### src/rtl/serial_word_rx.sv
module serial_word_rx #(
  parameter int LANES = 4,
  parameter int BITS = 7,
  parameter logic [BITS-1:0] FRAME = 7'b1100011,
  parameter int RISE_SLOT = 5,
  parameter int LOSS_TICKS = 14
) (
  input  logic                   smp_clk,
  input  logic                   rst_n,
  input  logic                   pd_n,
  input  logic [LANES-1:0]       din,
  input  logic                   cin,
  output logic [LANES*BITS-1:0]  word_o,
  output logic                   wclk_o
);
  localparam int WORD = LANES * BITS;
  localparam int SW = $clog2(BITS);
  localparam int LAST = BITS - 1;
  localparam int HI_LEN = (BITS + 1) / 2;
  localparam int HI_FIRST = LAST - HI_LEN;
  localparam int SAT = LOSS_TICKS + 1;
  localparam int CW = $clog2(SAT + 1);

  logic [SW-1:0]   sl, cur;
  logic            prev_c, match, eq, rise, full, lost;
  logic [WORD-1:0] acc, nxt, word_q;
  logic [CW-1:0]   idle_cnt;
  logic            q_p, q_n;

  assign rise = !prev_c && cin;
  assign cur  = rise ? SW'(RISE_SLOT) : sl;
  assign eq   = (cin == FRAME[cur]);
  assign full = match && eq && (cur == SW'(LAST));
  assign lost = (idle_cnt == CW'(SAT));

  always_comb begin
    nxt = acc;
    for (int l = 0; l < LANES; l++)
      nxt[l*BITS + int'(cur)] = din[l];
  end

  always_ff @(posedge smp_clk or negedge rst_n) begin
    if (!rst_n) begin
      sl       <= '0;
      prev_c   <= 1'b1;
      match    <= 1'b0;
      acc      <= '0;
      word_q   <= '0;
      idle_cnt <= CW'(SAT);
      q_p      <= 1'b1;
    end else begin
      sl     <= (cur == SW'(LAST)) ? '0 : cur + 1'b1;
      prev_c <= cin;
      match  <= (cur == '0) ? eq : (match && eq);
      acc    <= nxt;
      if (!pd_n)     word_q <= '0;
      else if (full) word_q <= nxt;
      if (cin != prev_c) idle_cnt <= '0;
      else if (!lost)    idle_cnt <= idle_cnt + 1'b1;
      q_p <= lost || (cur >= SW'(HI_FIRST) && cur < SW'(LAST));
    end
  end

  always_ff @(negedge smp_clk or negedge rst_n) begin
    if (!rst_n) q_n <= 1'b1;
    else        q_n <= q_p;
  end

  assign word_o = word_q & {WORD{pd_n}};
  assign wclk_o = pd_n & q_p & q_n;
endmodule

### config.mk
export PLATFORM = sky130hd
export DESIGN_NAME = serial_word_rx
export DESIGN_NICKNAME = d
export VERILOG_FILES = /design/src/rtl/serial_word_rx.sv
export SDC_FILE = /design/constraint.sdc
export NUM_CORES = 1
export LEC_CHECK = 0
export ABC_AREA = 1
export ABC_CLOCK_PERIOD_IN_PS = 3400
export CORE_MARGIN = 4
export CORE_UTILIZATION = 57
export DETAILED_ROUTE_END_ITERATION = 6
export GPL_ROUTABILITY_DRIVEN = 0
export PLACE_DENSITY_LB_ADDON = 0.12
export SLEW_MARGIN = 25
export SYNTH_ARGS = -nofsm -noshare
export SYNTH_HDL_FRONTEND = slang
export SYNTH_SLANG_ARGS = --single-unit
### constraint.sdc
create_clock -name smp_clk -period 3.4 [get_ports smp_clk]
set_clock_uncertainty 0.1 [all_clocks]
set_input_delay 0.68 -clock smp_clk [delete_from_list [all_inputs] [get_ports smp_clk]]
set_output_delay 0.68 -clock smp_clk [all_outputs]
set_load 0.02 [all_outputs]
======== Word-level counts from Yosys, hierarchy flattened ========
Memory sizes are Yosys's and may differ from the RTL's.
Index checks and enable logic that the tools add are counted.
storage, ports and cells
  bits in registers ....................... 67
  bits in read-only memories .............. 8
  bits of input ports ..................... 8
  output and inout port bits .............. 29
  word-level logic and storage cells ...... 65
  memories ................................ 1
operators by class
  add/subtract/negate cells ............... 5
  order comparisons ....................... 11
  equality and inequality tests ........... 6
  muxes and demuxes ....................... 20
  bitwise gates (word level) .............. 3
  reductions and logical operators ........ 11
memories
  memory           words  bits a word  read ports  clocked after memory_dff  wr ports  line  text
  (no name shown)  8      1            1           0                         0         32    assign eq = (cin == FRAME[cur]);
operator list
  operator             number
  $bwmux 28            4
  $mux 28              2
  $and 28x28->28       1
  $demux 1 s5          3
  $logic_and 1x1->1    8
  $mux 4               2
  $add 5x3->6 const A  1
  $ge 6x1->1 const B   1
  $lt 3x6->1 const B   1
  $lt 4x6->1 const B   1
  $lt 5x6->1 const B   1
  $lt 6x6->1 const B   1
  $mux 1               6
  $mux 3               2
  $add 4x3->5 const A  1
  $ge 5x1->1 const B   1
  $add 3x3->4 const A  1
  $add 4x1->4 const B  1
  $eq 4x4->1 const B   1
  $ge 4x1->1 const B   1
  $lt 3x4->1 const B   1
  $ne 2x1->1 const B   2
  $add 3x1->3 const B  1
  $demux 1 s3          1
  10 further kinds     11

======== Longest topological paths before layout ========
  depth in word-level cells ............... 13
  depth in mapped cells ................... 16
  mapped depth without buffers ............ 15

==> results <==
what timing repair did:
item	in CTS	in global routing
pin swaps	0	0
resized for setup	6	1
setup endpoints to repair	1	1
worst max-delay path: cells and delay by family, from the launching register on:
kind / cells / cell delay (ns)
buffers and inverters: 1 / 0.11
AND/OR/NAND/NOR: 1 / 0.17
flip-flops: 1 / 0.50
worst paths after layout:
kind,startpoint,endpoint,slack [ns],cells past startpoint
worst min register to register,word_q[18],word_q[18],0.38,2
worst max register to register,prev_c,word_q[3],0.72,12
worst max-delay path,q_n,wclk_o,-0.24,2
worst min-delay path,word_q[18],word_q[18],0.38,2
max in group asynchronous,rst_n,q_n,1.33,1
min in group asynchronous,rst_n,match,0.46,2
Yosys cell counts (5+ instances only):
cell and count:
o21ai_0 29, clkbuf_1 9, a21oi_1 5, dfstp_2 7
dfrtp_1 60, nand3_1 31, nand2_2 7, inv_1 59
nand2_1 195, o21ai_1 8, ha_1 14, nand4_1 8
nor2_1 14
per-stage QoR:
step,worst slack (ns),cells,setup TNS (ns),total power [mW]
floorplan,0.173,477,0,1.97
global placement,-0.308,584,-0.308,2.29
detailed placement,-0.315,584,-0.315,2.35
CTS,-0.249,600,-0.249,2.96
global route,-0.276,600,-0.276,3.19
finish,-0.239,600,-0.239,2.95
cell type report:
cell class / count / area share (%)
repair buffers: 49 / 11.0
clock buffers: 14 / 3.83
clock inverters: 3 / 0.324
multi-input cells: 330 / 37.4
inverters: 62 / 5.54
well taps: 75 / 2.21
flip-flops and latches: 67 / 39.7
kinds of logic after synthesis:
family,Yosys count,share of synthesized area [%]
compound gates,47,6.88
buf+inv,80,9.34
flops,67,46.8
fa+ha+maj,14,4.86
simple gates,269,32.1
state kept, by name, summed over array words and instances, names as in the netlist:
name	cells
prev_c	1
q_p	1
match	1
sl	3
idle_cnt	4
acc	28
q_n	1
word_q	28
report_power, final:
part | internal, mW | switching [mW]
registers | 1.02 | 0.0749
logic | 0.442 | 0.808
clock network | 0.305 | 0.299
total | 1.77 | 1.18
metal layers:
| metal | track usage (%) | wire (um) | vias to the layer above |
|---|---|---|---|
| met2 | 37.9 | 3650 | 82 |
| met3 | 4.16 | 406 | 15 |
| met4 | 8.23 | 147 | 0 |
| met5 | 0 | 0 | - |
| met1 | 31.1 | 3590 | 1416 |
| li1 | - | - | 1563 |
==> metrics.cfg <==
[drt]
vias=3076
avgViaCountPerCell=5.13
firstDrtPassIters=4
drc_errors=0
drt_iter0_drc=260
ant_nets=0
wl_per_cell_um=13.0
routed_wirelength_mm=7.79

[hold_path]
hold_class=reg2reg

[cts]
postCtsHoldBufs=0
clkTransAtPathRegs_ns=0.06
clock_latency_ns=0.34
cts_inserted_buffers=9
cts_tree=built
root_buffer=clkbuf_8
cts_setup_buffers=0
cts_buffer_depth=2
cts.sinks=67
h-tree-depth=3

[synthesis]
synth-edff-count=0
ys_seq_area_share_pct=46.8
yosysWarnings=0
yosys.area.top_type=dfrtp_1
synth_cells=477
synth_area_leaders=dfrtp_1 42%, nand2_1 20%, inv_1 6.1%
synth-async-reset-ratio_pct=100
synth_ff_type=dfrtp_1
synth_fp_nets=499
postSynthAreaPerCell_um2=7.55
yosysUniqueCellTypes=32
synth_top_area_share_pct=41.7
synth_area_mm2=0.00360
ys_seq_elements=67

[die]
rows=28
initial_core_util_pct=59.8
die_x_um=87.5
coreArea_mm2=0.00603
ios=37
dieArea_mm2=0.00766
die_y_um=87.5

[global_route]
grtUsageTotal_pct=23.2
grt_pass1_wl_mm=14.2
grt_max_degree=67
grt_pass1_vias=3148
overflow=0
antenna_found_initial=0

[setup_path]
worstSetupEndpointType=output pin
critPathArrivalTime_ns=2.86
cp_max_fo=1
slowest_delay_ns=0.50
crit_chain=and3_4 -> buf_6
crit_slowest_cell=dfstp_2
worstSetupPathType=reg2out
crit_required_ns=2.62
cp-start-kind=flop

[cells_and_area]
fin_util_pct=70.4
area_delta_synth_final_pct=17.8
most-common-layout-cells=195 x nand2_1, 60 x dfrtp_1, 59 x inv_1
final_common_cell=nand2_1
drive_gt1_share_pct=10.3
fillers=515
seq_area_mm2=0.00169
antenna_cells=0
multi_input_area_mm2=0.00159
finalInstanceArea_mm2=0.00424
nets=542

[place]
dp_hpwl_mm=5.41
port_buffers=36
dpl-instance-area_mm2=0.00406

[pwr]
ir_worst_vdd_mv=0.362
power_density_mw_per_mm2=696
power_leakage_nw=2.33

[sta]
fin_ws_ns=-0.239
finalSetupViolations=1
rsz0062_at_grt=true
drv_slew=0
finalHoldViolCount=0
slew_headroom_pct=45.1
hold_ws_ns=0.377
worstMarginPinSlew_ns=0.823

[run_status]
status=finished with violations
violations=negative setup slack

[run]
drv_cap=0

No activity file was read; power rests on OpenSTA's default activity.
